==> config.mk <==
export PLATFORM = sky130hd
export DESIGN_NAME = gf233_kmul
export DESIGN_NICKNAME = d
export VERILOG_FILES = /design/src/rtl/gf233_kmul_pkg.sv /design/src/rtl/gfk_clmul.sv /design/src/rtl/gfk_word_mul.sv /design/src/rtl/gfk_operand_bank.sv /design/src/rtl/gfk_reduce.sv /design/src/rtl/gf233_kmul.sv
export SDC_FILE = /design/constraint.sdc
export NUM_CORES = 2
export LEC_CHECK = 0
export BUFFER_PORTS_ARGS = -buffer_cell sky130_fd_sc_hd__buf_2
export CORE_MARGIN = 2
export CORE_UTILIZATION = 40
export DETAILED_ROUTE_END_ITERATION = 12
export GPL_ROUTABILITY_DRIVEN = 1
export PLACE_DENSITY = 0.61
export SETUP_SLACK_MARGIN = 0.3
export SYNTH_ARGS = -nofsm -noshare
export SYNTH_HDL_FRONTEND = slang
export SYNTH_SLANG_ARGS = --single-unit
==> constraint.sdc <==
create_clock -name clk -period 4.15 [get_ports clk]
set_input_delay 1.0375 -clock clk [delete_from_list [all_inputs] [get_ports clk]]
set_output_delay 1.0375 -clock clk [all_outputs]
set_load 0.02 [all_outputs]
==> src/rtl/gf233_kmul_pkg.sv <==
package gf233_kmul_pkg;
  typedef enum logic [1:0] {
    KM_IDLE = 2'd0,
    KM_MUL  = 2'd1,
    KM_RED  = 2'd2
  } kmul_state_e;

  // Karatsuba term selected in a product step
  localparam logic [1:0] TERM_LO  = 2'd0;
  localparam logic [1:0] TERM_HI  = 2'd1;
  localparam logic [1:0] TERM_MID = 2'd2;
endpackage

==> src/rtl/gfk_clmul.sv <==
// Schoolbook carry-less multiplier, N x N -> 2N-1 bits
module gfk_clmul #(
  parameter int N = 16
) (
  input  logic [N-1:0]   a,
  input  logic [N-1:0]   b,
  output logic [2*N-2:0] p
);
  localparam int PW = 2*N-1;

  always_comb begin
    p = '0;
    for (int i = 0; i < N; i++) begin
      if (b[i]) p = p ^ (PW'(a) << i);
    end
  end
endmodule

==> src/rtl/gfk_word_mul.sv <==
// Word carry-less multiplier; USE_KARATSUBA picks one Karatsuba split or a flat product
module gfk_word_mul #(
  parameter int W = 32,
  parameter bit USE_KARATSUBA = 1'b1
) (
  input  logic [W-1:0]   a,
  input  logic [W-1:0]   b,
  output logic [2*W-2:0] p
);
  localparam int PW = 2*W-1;
  localparam int H  = W/2;

  generate
    if (USE_KARATSUBA) begin : g_kara
      logic [2*H-2:0] p_lo, p_hi, p_mx, p_mid;
      gfk_clmul #(.N(H)) u_lo (.a(a[H-1:0]), .b(b[H-1:0]), .p(p_lo));
      gfk_clmul #(.N(H)) u_hi (.a(a[W-1:H]), .b(b[W-1:H]), .p(p_hi));
      gfk_clmul #(.N(H)) u_mx (.a(a[W-1:H] ^ a[H-1:0]),
                               .b(b[W-1:H] ^ b[H-1:0]), .p(p_mx));
      assign p_mid = p_mx ^ p_lo ^ p_hi;
      assign p = (PW'(p_hi) << W) ^ (PW'(p_mid) << H) ^ PW'(p_lo);
    end else begin : g_flat
      gfk_clmul #(.N(W)) u_full (.a(a), .b(b), .p(p));
    end
  endgenerate
endmodule

==> src/rtl/gfk_operand_bank.sv <==
// Word-addressed operand storage; coefficients at or above M are dropped on write
module gfk_operand_bank #(
  parameter int W  = 32,
  parameter int NW = 8,
  parameter int M  = 233,
  parameter int IW = 3
) (
  input  logic          clk,
  input  logic          rst_n,
  input  logic          we,
  input  logic [IW-1:0] widx,
  input  logic [W-1:0]  wdata,
  output logic [NW*W-1:0] q
);
  function automatic logic [W-1:0] keep_mask(int k);
    for (int b = 0; b < W; b++) keep_mask[b] = ((k*W + b) < M);
  endfunction

  logic [W-1:0] words [NW];

  generate
    for (genvar k = 0; k < NW; k++) begin : g_word
      localparam logic [W-1:0] MASK = keep_mask(k);
      always_ff @(posedge clk or negedge rst_n) begin
        if (!rst_n)                            words[k] <= '0;
        else if (we && widx == IW'(k))         words[k] <= wdata & MASK;
      end
      assign q[k*W +: W] = words[k];
    end
  endgenerate
endmodule

==> src/rtl/gfk_reduce.sv <==
// Two-pass fold modulo x^M + x^K + 1 (needs 2K-1 <= M)
module gfk_reduce #(
  parameter int M = 233,
  parameter int K = 74
) (
  input  logic [2*M-2:0] prod,
  output logic [M-1:0]   res
);
  localparam int TW = M + K - 1;

  logic [M-2:0]  hi1;
  logic [TW-1:0] t;
  logic [K-2:0]  hi2;

  always_comb begin
    hi1 = prod[2*M-2:M];
    t   = TW'(prod[M-1:0]) ^ TW'(hi1) ^ (TW'(hi1) << K);
    hi2 = t[TW-1:M];
    res = t[M-1:0] ^ M'(hi2) ^ (M'(hi2) << K);
  end
endmodule

==> src/rtl/gf233_kmul.sv <==
module gf233_kmul
  import gf233_kmul_pkg::*;
#(
  parameter int W  = 32,
  parameter int M  = 233,
  parameter int K  = 74,
  parameter int AW = 5,
  parameter bit USE_KARATSUBA = 1'b1
) (
  input  logic          clk,
  input  logic          rst_n,
  input  logic          wr_en,
  input  logic [AW-1:0] wr_addr,
  input  logic [W-1:0]  wr_data,
  input  logic          rd_en,
  input  logic [AW-1:0] rd_addr,
  output logic [W-1:0]  rd_data,
  output logic          rd_valid,
  output logic          z_ready
);
  // word count rounded up to an even number for the half split (power of two assumed)
  localparam int NW   = ((M + 2*W - 1) / (2*W)) * 2;
  localparam int HW   = NW / 2;
  localparam int IW   = $clog2(NW);
  localparam int HIW  = $clog2(HW);
  localparam int PRW  = 2*M - 1;
  localparam int HALF = HW * W;
  localparam int SHW  = $clog2(PRW);
  localparam int LAT  = 3*HW*HW + 2;
  localparam logic [AW-1:0] CMD_ADDR = AW'(2*NW);

  kmul_state_e state;
  logic [1:0]     ph;
  logic [HIW-1:0] ii, jj;
  logic [PRW-1:0] acc, ext, contrib;
  logic [NW*W-1:0] a_q, b_q, c_q;
  logic [W-1:0]   wa, wb;
  logic [2*W-2:0] wp;
  logic [SHW-1:0] sh;
  logic [M-1:0]   red;
  logic           busy, start_hit, a_we, b_we;

  assign busy      = (state != KM_IDLE);
  assign start_hit = wr_en && !busy && (wr_addr == CMD_ADDR);
  assign a_we      = wr_en && !busy && (wr_addr < AW'(NW));
  assign b_we      = wr_en && !busy && (wr_addr >= AW'(NW)) && (wr_addr < CMD_ADDR);

  gfk_operand_bank #(.W(W), .NW(NW), .M(M), .IW(IW)) u_bank_a (
    .clk(clk), .rst_n(rst_n), .we(a_we), .widx(wr_addr[IW-1:0]),
    .wdata(wr_data), .q(a_q));
  gfk_operand_bank #(.W(W), .NW(NW), .M(M), .IW(IW)) u_bank_b (
    .clk(clk), .rst_n(rst_n), .we(b_we), .widx(wr_addr[IW-1:0]),
    .wdata(wr_data), .q(b_q));

  // operand word select for the current Karatsuba term
  always_comb begin
    unique case (ph)
      TERM_LO: begin
        wa = a_q[32'(ii)*W +: W];
        wb = b_q[32'(jj)*W +: W];
      end
      TERM_HI: begin
        wa = a_q[(32'(ii)+HW)*W +: W];
        wb = b_q[(32'(jj)+HW)*W +: W];
      end
      default: begin
        wa = a_q[32'(ii)*W +: W] ^ a_q[(32'(ii)+HW)*W +: W];
        wb = b_q[32'(jj)*W +: W] ^ b_q[(32'(jj)+HW)*W +: W];
      end
    endcase
  end

  gfk_word_mul #(.W(W), .USE_KARATSUBA(USE_KARATSUBA)) u_wmul (
    .a(wa), .b(wb), .p(wp));

  // place the word product at its offsets in the full product
  always_comb begin
    sh  = SHW'((32'(ii) + 32'(jj)) * W);
    ext = PRW'(wp) << sh;
    unique case (ph)
      TERM_LO: contrib = ext ^ (ext << HALF);
      TERM_HI: contrib = (ext << HALF) ^ (ext << (2*HALF));
      default: contrib = ext << HALF;
    endcase
  end

  gfk_reduce #(.M(M), .K(K)) u_red (.prod(acc), .res(red));

  always_ff @(posedge clk or negedge rst_n) begin
    if (!rst_n) begin
      state   <= KM_IDLE;
      ph      <= '0;
      ii      <= '0;
      jj      <= '0;
      acc     <= '0;
      c_q     <= '0;
      z_ready <= 1'b0;
    end else begin
      unique case (state)
        KM_IDLE: if (start_hit) begin
          state   <= KM_MUL;
          ph      <= '0;
          ii      <= '0;
          jj      <= '0;
          acc     <= '0;
          z_ready <= 1'b0;
        end
        KM_MUL: begin
          acc <= acc ^ contrib;
          if (jj == HIW'(HW-1)) begin
            jj <= '0;
            if (ii == HIW'(HW-1)) begin
              ii <= '0;
              if (ph == TERM_MID) state <= KM_RED;
              else                ph    <= ph + 2'd1;
            end else begin
              ii <= ii + 1'b1;
            end
          end else begin
            jj <= jj + 1'b1;
          end
        end
        default: begin
          c_q     <= (NW*W)'(red);
          z_ready <= 1'b1;
          state   <= KM_IDLE;
        end
      endcase
    end
  end

  // two-stage read pipeline
  logic [W-1:0] rd_s1;
  logic         rv_s1;
  always_ff @(posedge clk or negedge rst_n) begin
    if (!rst_n) begin
      rd_s1    <= '0;
      rv_s1    <= 1'b0;
      rd_data  <= '0;
      rd_valid <= 1'b0;
    end else begin
      rv_s1 <= rd_en;
      if (rd_en) begin
        if (rd_addr < AW'(NW))       rd_s1 <= c_q[32'(rd_addr[IW-1:0])*W +: W];
        else if (rd_addr == CMD_ADDR) rd_s1 <= W'(z_ready);
        else                         rd_s1 <= '0;
      end
      rd_valid <= rv_s1;
      rd_data  <= rd_s1;
    end
  end
endmodule

==> impl_summary.md <==
Outcome
The run finished, with violations left. The checks that failed: setup timing.

Drt
The DRC violation count after routing is 0. After detailed routing, the number of vias per cell comes to 6.21. The initial detailed-routing violation count is 9015. After detailed routing, the average wire length per cell comes to 31.2 µm. The number of nets with antenna violations after routing is 0. The routed layout has 77.6k vias. The length of the first detailed-routing pass in iterations is 7.

The total wire length after detailed routing is 390 mm.

Floorplanning
The core region is 207000 µm². Once the floorplan was initialized, standard cells occupied 40.2% of the core. The initialized floorplan defines 167 standard-cell rows. The width of the die is 460 µm. In this run the vertical extent of the chip is 460 µm. The floorplan step defined a die boundary enclosing 212000 µm². For this design the top-level I/O count stands at 80.

Layout
Cells with a size suffix above 1 make up 36.6% of the layout. In the final design database the tool counted 9647 nets. At the end of the flow the core is filled with cells to 52.4%.

The number of filler cells placed in the layout is 18.4k. From synthesis to final layout, the design area changed by 30.5%. For this run, the number of standard cells in the final layout without fillers is 12.5k.

Synthesis
The area fraction of the dominant cell type after synthesis is 37.2%. The synthesized design contains 0 enable-type register cells. The proportion of synthesized chip area in sequential cells is 37.2%. When the netlist entered floorplanning its net count stood at 8467. Each instance of the synthesized netlist takes up on average 9.89 µm². By count the netlist is led by sky130_fd_sc_hd__dfrtp_1 (1239), sky130_fd_sc_hd__xnor2_1 (982), sky130_fd_sc_hd__nand2_1 (708), sky130_fd_sc_hd__mux2_2 (630), sky130_fd_sc_hd__nor2_1 (460).

The cell type contributing the most total cell area after synthesis is sky130_fd_sc_hd__dfrtp_1. The number of different library cells used by synthesis comes to 91. The count of warnings emitted by yosys is 0. The most frequently used flop master after synthesis is sky130_fd_sc_hd__dfrtp_1. The share of flip-flops with an asynchronous set or reset after synthesis is 100%.

Ranked by total cell area, the synthesized netlist is headed by sky130_fd_sc_hd__dfrtp_1 (37%), sky130_fd_sc_hd__xnor2_1 (10%), sky130_fd_sc_hd__mux2_2 (8.5%). The number of instances in the synthesized netlist is 8414. The mapped cell area is 83200 µm². The number of synthesized register bits is 1239. The most common cell in the synthesized netlist is sky130_fd_sc_hd__dfrtp_1.

Worst hold path
The path class of the lowest-slack min-delay path is in -> async.

Clock network
The number of clock buffers inserted by TritonCTS is 136. The H-tree was split into 4 levels. No sink is reached through more buffers than the 3 on the longest clock path. The CTS root buffer is sky130_fd_sc_hd__clkbuf_16. The CTS tree is yes. Clock-pin slew was measured on the worst setup and hold paths at 0.06 ns. The clock sink total is 1239. At the later pin of the worst-skew pair, clock insertion delay measures 0.88 ns.

STA
The clock skew after layout is 0.0586 ns. The measured slew at the worst slew-check pin is 1.29 ns. The worst path in the final design needs a cycle of 5.01 ns, including I/O delays and setup. Dividing the final minimum period by the clock period gives 121%. The count of endpoints failing setup in the final report is 460.

The hold violation count in the final report is 0. Across all setup checks in the final design, the least slack found is -0.863 ns. In this run the tightest slew margin relative to its limit is 13.1%.

Setup repair after global routing could not meet its margin everywhere. The number of pins exceeding their max-slew limit in the final report is 0. Based on the critical path, the design can be clocked at up to 199 MHz.

Global route
The highest-utilization routing layer at the global route stage is met2. The met2 track demand over resource in global routing is 55.9%. In the global route stage, met1 resource usage came out at 44.8%.

Global routing consumed, on the met3 layer, 7.36% of the routing resources. The first global-routing pass estimated 553 mm of wire. The remaining global-route overflow is 0. For this run, the total global-route usage over all layers was measured as 35.9%. The via count of the first global-routing pass is 76.0k. The number of antenna violations at the first check in global routing is 11. The maximum number of pins on one net before global-route repair is 166.

Critical path
The worst setup path is launched from a flip-flop. The worst setup path is captured at a flip-flop. The required time of the worst setup path is 4.89 ns. The largest fanout of any net on the critical path is 6.

The slack of the worst reg-to-reg path is -0.86 ns. The class of the most critical setup path is reg -> reg. The arrival time reported for the critical path endpoint is 5.75 ns.

Pwr
Dividing total power by cell area gives a power density of 236 nW/µm². In this run the static leakage power is 45.9 nW. The internal power is 0.0196 W. The clock network is responsible for 50.5% of the overall power. Sequential cells burn 47.1% of the power. VDD sags by at most 0.448 mV.

Of the total power, combinational logic draws 2.3%. The net switching component of the power is 0.00607 W. Net switching is 23.6% of the power.

Placement
Summed over all nets, the half-perimeter wirelength after detailed placement is 287 mm. The count of port buffers added during placement is 79. Including well taps, the total number of placed cells is 12.1k.

The routability congestion estimate from global placement is 1.02.

Flow run
Max-cap violations in this run came to 0.
registers in the layout (all words and copies together), names as in the netlist, 2 cells and up:
name,count
acc,465
state,2
c_q,233
ph,2
rd_s1,32
jj,2
rd_data,32
u_bank_b.q,233
u_bank_a.q,233
ii,2
final timing paths:
kind	from	endpoint	depth (start not counted)
max reg2reg	ii[0]$_DFFE_PN0P_	acc[265]$_DFFE_PN0P_	17
min	rst_n	c_q[84]$_DFFE_PN0N_	1
min in group clk	rv_s1$_DFF_PN0_	rd_valid$_DFF_PN0_	0
max	ii[0]$_DFFE_PN0P_	acc[265]$_DFFE_PN0P_	17
max in group asynchronous	rst_n	u_bank_a.q[27]$_DFFE_PN0P_	2
min reg2reg	rv_s1$_DFF_PN0_	rd_valid$_DFF_PN0_	0
layout make-up:
cell class                      count  area (µm²)  area share, %
Multi-Input combinational cell   6310       52300           48.2
Sequential cell                  1239       31000           28.6
Timing Repair Buffer             1864       16800           15.5
Clock buffer                      203        3990           3.67
Tap cell                         2788        3490           3.21
Clock inverter                     44         764          0.704
Inverter                           43         169          0.156
Antenna cell                        5        12.5         0.0115
cells in the final DEF (no fill, tap or decap), types with 42 or more instances in the layout:
master / count
sky130_fd_sc_hd__buf_2: 76
sky130_fd_sc_hd__buf_12: 193
sky130_fd_sc_hd__nand2_1: 659
sky130_fd_sc_hd__o311a_1: 185
sky130_fd_sc_hd__a21oi_1: 428
sky130_fd_sc_hd__mux2_2: 629
sky130_fd_sc_hd__o21ai_0: 308
sky130_fd_sc_hd__clkbuf_16: 142
sky130_fd_sc_hd__a2111oi_4: 44
sky130_fd_sc_hd__o21bai_1: 47
sky130_fd_sc_hd__buf_4: 1479
sky130_fd_sc_hd__nor4_2: 89
sky130_fd_sc_hd__mux4_2: 123
sky130_fd_sc_hd__o22a_1: 44
sky130_fd_sc_hd__nand3_1: 439
sky130_fd_sc_hd__a22oi_1: 80
sky130_fd_sc_hd__xor2_1: 136
sky130_fd_sc_hd__o211ai_1: 179
sky130_fd_sc_hd__nor2_1: 432
sky130_fd_sc_hd__dfrtp_1: 1234
sky130_fd_sc_hd__mux2i_1: 201
sky130_fd_sc_hd__nand2_2: 46
sky130_fd_sc_hd__xnor2_2: 104
sky130_fd_sc_hd__nor3_1: 80
sky130_fd_sc_hd__and2_1: 44
sky130_fd_sc_hd__a22oi_2: 42
sky130_fd_sc_hd__buf_6: 96
sky130_fd_sc_hd__o31ai_1: 193
sky130_fd_sc_hd__xnor2_1: 880
sky130_fd_sc_hd__nor4_1: 117
layer usage:
metal,vias to the layer above,wire length (µm)
met1,39000,148000
met3,1264,35100
met4,8,33400
met2,4372,174000
met5,-,56
li1,33000,-
through the flow:
| stage | setup TNS [ns] | setup WS [ns] | total power [W] | hold slack [ns] | area, µm² |
|---|---|---|---|---|---|
| after detailed placement | -381.84 | -1.52 | 0.0129 | 0.339 | 99200 |
| after global placement | -381.27 | -1.54 | 0.0129 | 0.332 | 99200 |
| after floorplan | -2.91 | -0.0893 | 0.0125 | 0.331 | 84200 |
| after CTS | -243.74 | -0.748 | 0.0258 | 0.0717 | 106000 |
| final | -258.34 | -0.863 | 0.0257 | 0.0575 | 109000 |
| after global routing | -306.14 | -0.866 | 0.0263 | 0.0754 | 109000 |
critical path: stages (launching register included):
cell                        delay [ns]
sky130_fd_sc_hd__dfrtp_4          0.47
sky130_fd_sc_hd__buf_6            0.16
sky130_fd_sc_hd__mux4_2           0.62
sky130_fd_sc_hd__buf_4            0.22
sky130_fd_sc_hd__buf_12           0.14
sky130_fd_sc_hd__or2_2            0.30
sky130_fd_sc_hd__o2111ai_1        0.11
sky130_fd_sc_hd__xor2_1           0.20
sky130_fd_sc_hd__buf_4            0.17
sky130_fd_sc_hd__xnor3_2          0.48
sky130_fd_sc_hd__xnor3_1          0.28
sky130_fd_sc_hd__xnor3_2          0.51
sky130_fd_sc_hd__buf_4            0.17
sky130_fd_sc_hd__xnor3_2          0.38
sky130_fd_sc_hd__buf_4            0.21
sky130_fd_sc_hd__o22a_1           0.23
sky130_fd_sc_hd__nand3_1          0.12
sky130_fd_sc_hd__o21ai_0          0.10
what timing repair did:
item / 4_1_cts / 5_1_grt
setup endpoints to repair: 463 / 465
pin swaps: 71 / 132
cloned: 2 / 7
resized for setup: 308 / 345
buffers inserted: 36 / 72
hold buffers: 0 / 0
power groups by stage:
| stage | logic, W | registers, W | clock network, W |
|---|---|---|---|
| floorplan | 0.000121 | 0.0123 | 0 |
| global placement | 0.000593 | 0.0123 | 0 |
| detailed placement | 0.000603 | 0.0123 | 0 |
| CTS | 0.000605 | 0.0121 | 0.0131 |
| global route | 0.000654 | 0.0121 | 0.0136 |
| finish | 0.000596 | 0.0121 | 0.0130 |
cell families after synthesis:
logic type | share of synthesized area [%]
fa+ha+maj | 0.114
mux | 14.7
simple gates | 11.8
xor+xnor | 14.2
compound gates | 17.4
flops | 37.2
buf+inv | 4.68
No activity file was read; power rests on OpenSTA's default activity.
